$ cat src/rtl/uart_irq_pkg.sv
package uart_irq_pkg;
  typedef enum logic [2:0] {
    SRC_NONE = 3'b000,
    SRC_DATA = 3'b010,
    SRC_LINE = 3'b011,
    SRC_IDLE = 3'b110
  } irq_src_e;

  localparam int ERR_N = 4;
  localparam int ABD_N = 2;
endpackage

$ cat src/rtl/uart_irq_err_track.sv
module uart_irq_err_track #(
  parameter int N = uart_irq_pkg::ERR_N
) (
  input  logic         clk,
  input  logic         rst_n,
  input  logic [N-1:0] err_ev,
  input  logic         rd_clr,
  output logic [N-1:0] flags
);
  for (genvar i = 0; i < N; i++) begin : g_bit
    always_ff @(posedge clk or negedge rst_n) begin
      if (!rst_n)         flags[i] <= 1'b0;
      else if (err_ev[i]) flags[i] <= 1'b1;
      else if (rd_clr)    flags[i] <= 1'b0;
    end
  end

  // flags are sticky unless a read occurs
  a_r3_sticky: assert property (@(posedge clk) disable iff (!rst_n)
    !rd_clr |=> ((flags & $past(flags)) == $past(flags)));
  // a read with no new error empties the flags
  a_r4_read_clears: assert property (@(posedge clk) disable iff (!rst_n)
    (rd_clr && err_ev == '0) |=> (flags == '0));
endmodule

$ cat src/rtl/uart_irq_idle_timer.sv
module uart_irq_idle_timer #(
  parameter int TICKS = 16
) (
  input  logic clk,
  input  logic rst_n,
  input  logic activity,
  input  logic nonempty,
  input  logic qtick,
  output logic idle
);
  localparam int CW = $clog2(TICKS + 1);
  localparam logic [CW-1:0] LAST = CW'(TICKS - 1);

  logic [CW-1:0] cnt;

  always_ff @(posedge clk or negedge rst_n) begin
    if (!rst_n) begin
      cnt  <= '0;
      idle <= 1'b0;
    end else if (activity || !nonempty) begin
      cnt  <= '0;
      idle <= 1'b0;
    end else if (qtick && !idle) begin
      cnt <= cnt + 1'b1;
      if (cnt == LAST) idle <= 1'b1;
    end
  end

  // FIFO activity always drops the time-out
  a_r7_activity_clears: assert property (@(posedge clk) disable iff (!rst_n)
    activity |=> !idle);
  // counter never runs past its limit
  a_r6_count_bound: assert property (@(posedge clk) disable iff (!rst_n)
    cnt <= CW'(TICKS));
endmodule

$ cat src/rtl/uart_irq_abd_flags.sv
module uart_irq_abd_flags #(
  parameter int N = uart_irq_pkg::ABD_N
) (
  input  logic         clk,
  input  logic         rst_n,
  input  logic [N-1:0] ev,
  input  logic [N-1:0] en,
  input  logic [N-1:0] clr,
  output logic [N-1:0] flag
);
  for (genvar i = 0; i < N; i++) begin : g_flag
    always_ff @(posedge clk or negedge rst_n) begin
      if (!rst_n)               flag[i] <= 1'b0;
      else if (ev[i] && en[i])  flag[i] <= 1'b1;
      else if (clr[i])          flag[i] <= 1'b0;
    end

    // a disabled event cannot raise a clear flag
    a_r9_gated: assert property (@(posedge clk) disable iff (!rst_n)
      (!(ev[i] && en[i]) && !flag[i]) |=> !flag[i]);
  end
endmodule

$ cat src/rtl/uart_irq_encode.sv
module uart_irq_encode
  import uart_irq_pkg::*;
#(
  parameter int ID_W = 32
) (
  input  logic            line_pend,
  input  logic            data_pend,
  input  logic            idle_pend,
  input  logic [1:0]      abd_flag,
  output logic [ID_W-1:0] id,
  output logic            irq
);
  irq_src_e src;
  logic     any_rank;

  always_comb begin
    if (line_pend)      src = SRC_LINE;
    else if (data_pend) src = SRC_DATA;
    else if (idle_pend) src = SRC_IDLE;
    else                src = SRC_NONE;
  end

  assign any_rank = line_pend | data_pend | idle_pend;

  always_comb begin
    id      = '0;
    id[0]   = ~any_rank;
    id[3:1] = src;
    id[9:8] = abd_flag;
  end

  assign irq = any_rank | (|abd_flag);
endmodule

$ cat src/rtl/uart_rx_irq_prio.sv
module uart_rx_irq_prio
  import uart_irq_pkg::*;
#(
  parameter int FIFO_DEPTH = 16,
  parameter int TRIG0      = 1,
  parameter int TRIG1      = 4,
  parameter int TRIG2      = 8,
  parameter int TRIG3      = 14,
  parameter int IDLE_TICKS = 16,
  parameter int ID_W       = 32,
  localparam int LW        = $clog2(FIFO_DEPTH + 1)
) (
  input  logic            clk,
  input  logic            rst_n,
  input  logic            err_overrun,
  input  logic            err_parity,
  input  logic            err_framing,
  input  logic            err_break,
  input  logic            lsr_rd,
  input  logic [LW-1:0]   fifo_level,
  input  logic [1:0]      trig_sel,
  input  logic            fifo_rd,
  input  logic            fifo_wr,
  input  logic            qchar_tick,
  input  logic            abd_done,
  input  logic            abd_tmo,
  input  logic            abd_done_en,
  input  logic            abd_tmo_en,
  input  logic            abd_done_clr,
  input  logic            abd_tmo_clr,
  output logic [ID_W-1:0] irq_id,
  output logic [3:0]      lsr_err,
  output logic            irq
);
  logic [LW-1:0] trig_lvl;
  logic          data_pend;
  logic          idle_pend;
  logic [1:0]    abd_flag;

  always_comb begin
    case (trig_sel)
      2'd0:    trig_lvl = LW'(TRIG0);
      2'd1:    trig_lvl = LW'(TRIG1);
      2'd2:    trig_lvl = LW'(TRIG2);
      default: trig_lvl = LW'(TRIG3);
    endcase
  end

  assign data_pend = (fifo_level >= trig_lvl);

  uart_irq_err_track #(.N(ERR_N)) u_err (
    .clk    (clk),
    .rst_n  (rst_n),
    .err_ev ({err_break, err_framing, err_parity, err_overrun}),
    .rd_clr (lsr_rd),
    .flags  (lsr_err)
  );

  uart_irq_idle_timer #(.TICKS(IDLE_TICKS)) u_idle (
    .clk      (clk),
    .rst_n    (rst_n),
    .activity (fifo_rd | fifo_wr),
    .nonempty (fifo_level != '0),
    .qtick    (qchar_tick),
    .idle     (idle_pend)
  );

  uart_irq_abd_flags #(.N(ABD_N)) u_abd (
    .clk   (clk),
    .rst_n (rst_n),
    .ev    ({abd_tmo, abd_done}),
    .en    ({abd_tmo_en, abd_done_en}),
    .clr   ({abd_tmo_clr, abd_done_clr}),
    .flag  (abd_flag)
  );

  uart_irq_encode #(.ID_W(ID_W)) u_enc (
    .line_pend (|lsr_err),
    .data_pend (data_pend),
    .idle_pend (idle_pend),
    .abd_flag  (abd_flag),
    .id        (irq_id),
    .irq       (irq)
  );

  // data-available outranks time-out when no error is held
  a_r8_data_over_idle: assert property (@(posedge clk) disable iff (!rst_n)
    (data_pend && idle_pend && lsr_err == '0) |-> (irq_id[3:1] == 3'b010));
  // any held error shows as line-status type
  a_r3_line_top: assert property (@(posedge clk) disable iff (!rst_n)
    (lsr_err != '0) |-> (irq_id[3:0] == 4'b0110));
endmodule

$ cat config.mk
export PLATFORM = sky130hd
export DESIGN_NAME = uart_rx_irq_prio
export DESIGN_NICKNAME = d
export VERILOG_FILES = /design/src/rtl/uart_irq_pkg.sv /design/src/rtl/uart_irq_err_track.sv /design/src/rtl/uart_irq_idle_timer.sv /design/src/rtl/uart_irq_abd_flags.sv /design/src/rtl/uart_irq_encode.sv /design/src/rtl/uart_rx_irq_prio.sv
export SDC_FILE = /design/constraint.sdc
export NUM_CORES = 1
export LEC_CHECK = 0
export BUFFER_PORTS_ARGS = -buffer_cell sky130_fd_sc_hd__buf_2
export CAP_MARGIN = 0
export CORE_ASPECT_RATIO = 1.4
export CORE_MARGIN = 1
export CORE_UTILIZATION = 35
export DETAILED_ROUTE_END_ITERATION = 16
export GPL_ROUTABILITY_DRIVEN = 0
export GPL_TIMING_DRIVEN = 0
export PLACE_DENSITY = 0.74
export REMOVE_ABC_BUFFERS = 1
export SYNTH_ARGS = -nofsm -noshare
export SYNTH_HDL_FRONTEND = slang
export SYNTH_SLANG_ARGS = --single-unit
export TNS_END_PERCENT = 50
$ cat constraint.sdc
create_clock -name clk -period 3.4 [get_ports clk]
set_input_delay 0.17 -clock clk [delete_from_list [all_inputs] [get_ports clk]]
set_output_delay 0.17 -clock clk [all_outputs]
set_load 0.02 [all_outputs]
==> results of run 1 <==
==> sequential cells by signal, summed over array words and instances (netlist names) <==
name,flops
u_idle.idle,1
u_abd.flag,2
u_err.flags,4
u_idle.cnt,5
==> Yosys cell counts (all sizes together) <==
cell | count | area, µm²
a2111o | 1 | 11.3
a211oi | 1 | 7.51
a21o | 5 | 38.8
a21oi | 3 | 15.0
a41o | 1 | 10.0
and3 | 1 | 6.26
and4 | 1 | 8.76
buf | 27 | 203
conb | 1 | 3.75
dfrtp | 12 | 300
ha | 6 | 75.1
inv | 7 | 26.3
nand2 | 5 | 18.8
nand2b | 2 | 12.5
nand3 | 1 | 5.00
nand3b | 1 | 7.51
nor2 | 7 | 26.3
nor2b | 1 | 6.26
nor3b | 1 | 7.51
o21ai | 4 | 20.0
or2 | 1 | 6.26
or3 | 1 | 6.26
or4 | 3 | 26.3
xnor2 | 1 | 8.76
xor2 | 1 | 8.76
==> final cells by class <==
| class | count | share of cell area (%) |
|---|---|---|
| clock buffers | 4 | 3.64 |
| inverters | 7 | 2.63 |
| multi-input cells | 74 | 43.2 |
| flip-flops and latches | 12 | 30.1 |
| well taps | 23 | 2.89 |
| repair buffers | 34 | 17.6 |
==> power breakdown <==
part	total, µW	internal (µW)	leakage, µW	switching, µW
sequential	154	149	0.000150	4.93
clock	110	65.0	0.0000210	44.7
combinational	78.5	24.8	0.000390	53.8
==> metal layers <==
metal	share of wire, %	GRT usage (%)	up-vias
li1	-	-	340
met2	57	22.7	41
met1	36	10.6	319
met5	0	0	-
met3	6.8	1.79	2
met4	0.62	6.49	0
==> cells by family after synthesis <==
logic type | after synthesis
AOI/OAI and AO/OA | 15
xor gates and xnor gates | 2
adders and majority gates | 6
buffers and inverters | 34
DFF | 12
other | 1
and+or+nand+nor | 25
==> worst min-delay path by stage <==
| stage | start | end | slack (ns) |
|---|---|---|---|
| finish | err_overrun | u_err.flags[0] | 0.07 |
| detailed placement | rst_n | u_idle.cnt[3] | 0.06 |
| global route | err_overrun | u_err.flags[0] | 0.07 |
| global placement | rst_n | u_idle.cnt[3] | 0.06 |
| CTS | err_overrun | u_err.flags[0] | 0.06 |
| floorplan | rst_n | u_abd.flag[0] | -0.13 |
==> stage by stage <==
step / power, µW / util [%] / hold WS [ns] / setup slack [ns]
after floorplan: 208 / - / -0.126 / 1.15
after global placement: 233 / 40.2 / 0.0584 / 1.22
after detailed placement: 235 / 40.2 / 0.0605 / 1.21
after CTS: 350 / 42.2 / 0.0627 / 0.903
after global routing: 363 / 42.2 / 0.0680 / 0.832
final: 342 / 42.2 / 0.0745 / 0.936
==> critical path, delay by kind of cell (launching register included) <==
kind | cells | cell delay (ns)
AOI/OAI and AO/OA | 1 | 0.44
buffers and inverters | 1 | 0.17
DFF | 1 | 0.40
and+or+nand+nor | 2 | 1.01
==> cell usage in the layout, fill, tap and decap left out, types with 2 or more instances in the layout <==
cell / count
a21o_1: 4
a21oi_1: 3
buf_2: 33
clkbuf_4: 3
conb_1: 26
dfrtp_1: 12
ha_1: 6
inv_1: 7
nand2_1: 5
nand2b_1: 2
nor2_1: 7
o21ai_0: 4
or4_1: 2
==> impl_metrics.yaml, run 1 <==
status:
  outcome: "finished, violations left"
  violations: "design-rule violations"
floorplanning:
  io_pins: 60
  coreArea_mm2: 0.00236
  start_util_pct: 36.6
  num_rows: 21
  die_y_um: 60.9
  die_w_um: 44.0
  die_area_mm2: 0.00268
timing:
  rsz0062_at_grt: "false"
  setup_violations: 0
  post-route-period-util_pct: 72.5
  finalCriticalPeriod_ns: 2.46
  final_hold_viol_count: 0
  drv_slew: 0
  fmax_mhz: 406
  tightest_slew_ns: 0.621
  slew_headroom_pct: 58.1
  finalSetupTns_ns: 0
  fin_worst_skew_ns: 0.00304
critical_path:
  r2r-start: "u_idle.cnt[0]"
  worstRegToRegCells: 4
  end_kind: "primary output"
  crit_type: "flop to primary output"
  worst-path-max-fanout: 4
  worstSetupStartpointType: "flop"
  crit_slowest_cell: "or4_4"
  crit_end: "irq"
  crit_arrival_ns: 2.29
  rr_endpoint: "u_idle.cnt[4]"
  critPathRequiredTime_ns: 3.23
  r2r_slack_ns: 2.01
  critical_path.max_stage_delay_ns: 0.54
  crit_chain: "or4_4, a2111o_1, or4_1, buf_2"
  crit_start: "u_err.flags[1]"
drt:
  wl_per_cell_um: 9.44
  drt_wl_total_um: 1450
  first_iter_violations: 10
  drtPass1Iterations: 13
  viasPerCell: 4.56
  drcViolationCount: 1
  vias: 702
  antenna_left: 0
placed_design:
  dp_hpwl_um: 1260
  dpl_cell_area_um2: 951
  io_buffers: 33
  dp.cells: 149
final_layout:
  drive_above_1_share_pct: 29.8
  fillCellCount: 254
  area_growth_pct: 15.2
  final_nets: 161
  final_area_um2: 997
  ff_latch_area_um2: 300
  multi_input_area_um2: 430
  stdcell_count: 154
  diodes: 0
clock_tree:
  cts_hold_buf: 1
  clockBufferDepth: 2
  cts_root_buf: "clkbuf_4"
  insertion_delay_ns: 0.26
  cts_inserted_buffers: 3
  cts_tree: "yes"
  post_cts_buffers: 0
  cts_sinks: 12
  cts_resized: 0
  clkTransAtPathRegs_ns: 0.07
  htreeDepth: 1
synthesis:
  seq_area_frac_synth_pct: 34.7
  yosysUniqueCellTypes: 27
  syn_inst: 95
  syn_area_per_cell_um2: 9.11
  yosys_warnings: 0
  synth_compound_area_share_pct: 11.8
  ys_ff_latch: 12
  synth_adder_area_share_pct: 8.67
  synthXorXnorAreaFrac_pct: 2.02
  yosys.area_share.simple_pct: 15.9
  synthesis.area_um2: 866
  muxShareOfSynthArea_pct: 0
  synth_top_family_by_area: "buffers and inverters"
grt:
  grtUsageTotal_pct: 11.4
  first_global_vias: 591
  grt_pass1_wl_um: 2210
  overflow: 0
  grt_max_degree: 13
  antenna_found_initial: 0
pwr:
  p_leak_uw: 0.000561
  irDropWorstVdd_mv: 0.224
  power.density_mw_per_mm2: 343
worst_hold_path:
  holdCritPathClass: "input pin to flop"
  hold_depth: 2
run:
  maxCapViolations: 0
Power figures use the tool's default switching activity.
==> inputs of run 2 (changes only) <==
- PLACE_DENSITY: 0.74 -> 0.76
- clock period: 3.4 -> 2 ns (I/O delays scaled with it)
==> run 2 against run 1 <==
The run ends with design-rule violations, negative setup slack left. Final cell count grew 5.2%. First-iteration DRC count grew 110%. Hold slack lost 0.049 ns. Critical path depth is the same. Largest cell class unchanged. Combinational power grew 90%. Clock skew is essentially flat. Global-route usage grew 2.0 points. Highest routed layer unchanged. Setup slack lost 1.2 ns. Count of clock-buffer cells in the layout is the same. Sequential share of layout area shrank 2.3 points. Register-to-register slack lost 1.4 ns.
==> impl_metrics.yaml, run 2 (same netlist as run 1, synthesis figures left out) <==
status:
  outcome: "finished, violations left"
  violations: "design-rule violations, negative setup slack"
timing:
  tightest_slew_ns: 0.697
  setup_violations: 4
  fin_worst_skew_ns: 0.00354
  worst_slack_ns: -0.238
  finalCriticalPeriod_ns: 2.24
  post-route-period-util_pct: 112
  drv_slew: 0
  rsz0062_at_grt: "true"
  final_hold_viol_count: 0
  fmax_mhz: 447
  slew_headroom_pct: 53.0
critical_path:
  r2r-start: "u_idle.cnt[0]"
  crit_arrival_ns: 2.14
  worstRegToRegCells: 4
  crit_start: "u_err.flags[1]"
  crit_end: "irq"
  critPathRequiredTime_ns: 1.90
  end_kind: "primary output"
  worst-path-max-fanout: 2
  rr_endpoint: "u_idle.cnt[4]"
  crit_type: "flop to primary output"
  r2r_slack_ns: 0.62
  worstSetupStartpointType: "flop"
placed_design:
  dpl_cell_area_um2: 951
  pre_cts_ws_ns: -0.123
  io_buffers: 33
  dp_hpwl_um: 1330
pwr:
  irDropWorstVdd_mv: 0.288
  combPwrFrac_pct: 24.6
  power.density_mw_per_mm2: 559
  switching_share_pct: 31.0
  p_leak_uw: 0.000596
  p_sw_uw: 187
  seq_power_share_pct: 43.3
  p_int_uw: 416
  p_clk_share_pct: 32.1
final_layout:
  top_register: "u_idle.cnt"
  final_nets: 169
  largest_reg_flops: 5
  top_regs: "u_idle.cnt x5, u_err.flags x4, u_abd.flag x2"
  area_growth_pct: 24.7
  diodes: 0
  drive_above_1_share_pct: 30.9
  layout_common_cells: "31 x buf_2, 26 x conb_1, 12 x dfrtp_1, 7 x inv_1, 7 x nor2_1"
  final_area_mm2: 0.00108
  layout_commonest_cell: "buf_2"
floorplanning:
  die_w_um: 44.0
  start_util_pct: 36.6
  coreArea_mm2: 0.00236
  die_area_mm2: 0.00268
  die_y_um: 60.9
  io_pins: 60
  num_rows: 21
drt:
  first_iter_violations: 21
  wl_per_cell_um: 10.6
  drtPass1Iterations: 12
  drt_wl_total_um: 1720
  viasPerCell: 4.57
  antenna_left: 0
  vias: 741
  drcViolationCount: 2
clock_tree:
  clockBufferDepth: 2
  cts_inserted_buffers: 3
  cts_root_buf: "clkbuf_4"
  insertion_delay_ns: 0.27
  cts_sinks: 12
  cts_tree: "yes"
  htreeDepth: 1
  clkTransAtPathRegs_ns: 0.08
grt:
  antenna_found_initial: 0
  grt_max_degree: 13
  overflow: 0
  grt_pass1_wl_um: 2630
  grtUsageTotal_pct: 13.4
  first_global_vias: 670
run:
  maxCapViolations: 0
worst_hold_path:
  holdCritPathClass: "input pin to flop"
  min_from: "abd_tmo_clr"
==> run 2: area by class of cell <==
cell class                 instances  area [µm²]
clock buffer                       4        36.3
sequential                        12         300
multi-input combinational         74         435
inverter                           7        26.3
timing repair buffer              42         253
tap                               23        28.8
fill                             251        1280
==> run 2: worst max-delay path, stage by stage, from the launching register on <==
cell and delay [ns]:
dfrtp_1 0.39, or4_4 0.54, a2111o_1 0.31, or4_1 0.46, buf_2 0.17
==> run 2: worst min path at each step <==
stage	endpoint	slack, ns	cells past startpoint
3_3_place_gp	u_idle.cnt[3]	-0.007	1
6_report	u_abd.flag[1]	0.03	2
4_1_cts	u_err.flags[1]	0.002	2
2_1_floorplan	u_abd.flag[0]	-0.20	0
3_5_place_dp	u_idle.cnt[3]	-0.003	1
5_1_grt	u_abd.flag[1]	0.01	2
==> run 2: power by group through the flow <==
stage / sequential, µW / clock, µW / combinational [µW]
floorplan: 277 / 0 / 75.8
global placement: 266 / 0 / 130
detailed placement: 267 / 0 / 134
CTS: 261 / 200 / 146
global route: 263 / 216 / 165
finish: 261 / 194 / 149
==> run 2: through the flow <==
stage	power (µW)	utilization [%]	setup TNS, ns	instances	hold WS, ns
floorplan	353	-	-0.311	93	-0.196
global placement	396	40.2	-0.117	149	-0.00725
detailed placement	401	40.2	-0.123	149	-0.00327
CTS	608	44.8	-0.566	160	0.00224
global route	644	45.7	-0.832	162	0.0119
finish	604	45.7	-0.436	162	0.0259
==> run 2: timing repair <==
item | in CTS | in global routing
setup endpoints to repair | 4 | 4
hold buffers | 4 | 2
endpoints found under the hold margin | 15 | 2
gates resized for setup | 3 | 0
buffers inserted | 3 | 0
pin swaps | 1 | 0
==> run 2: routing by layer <==
metal | part of all wire (%) | wire (µm) | global-route usage, % | up-vias
met1 | 34 | 588 | 12.1 | 347
met5 | 0 | 0 | 0 | -
met2 | 59 | 1010 | 27.1 | 42
met3 | 5.9 | 101 | 1.79 | 2
li1 | - | - | - | 350
met4 | 1.2 | 20 | 7.79 | 0
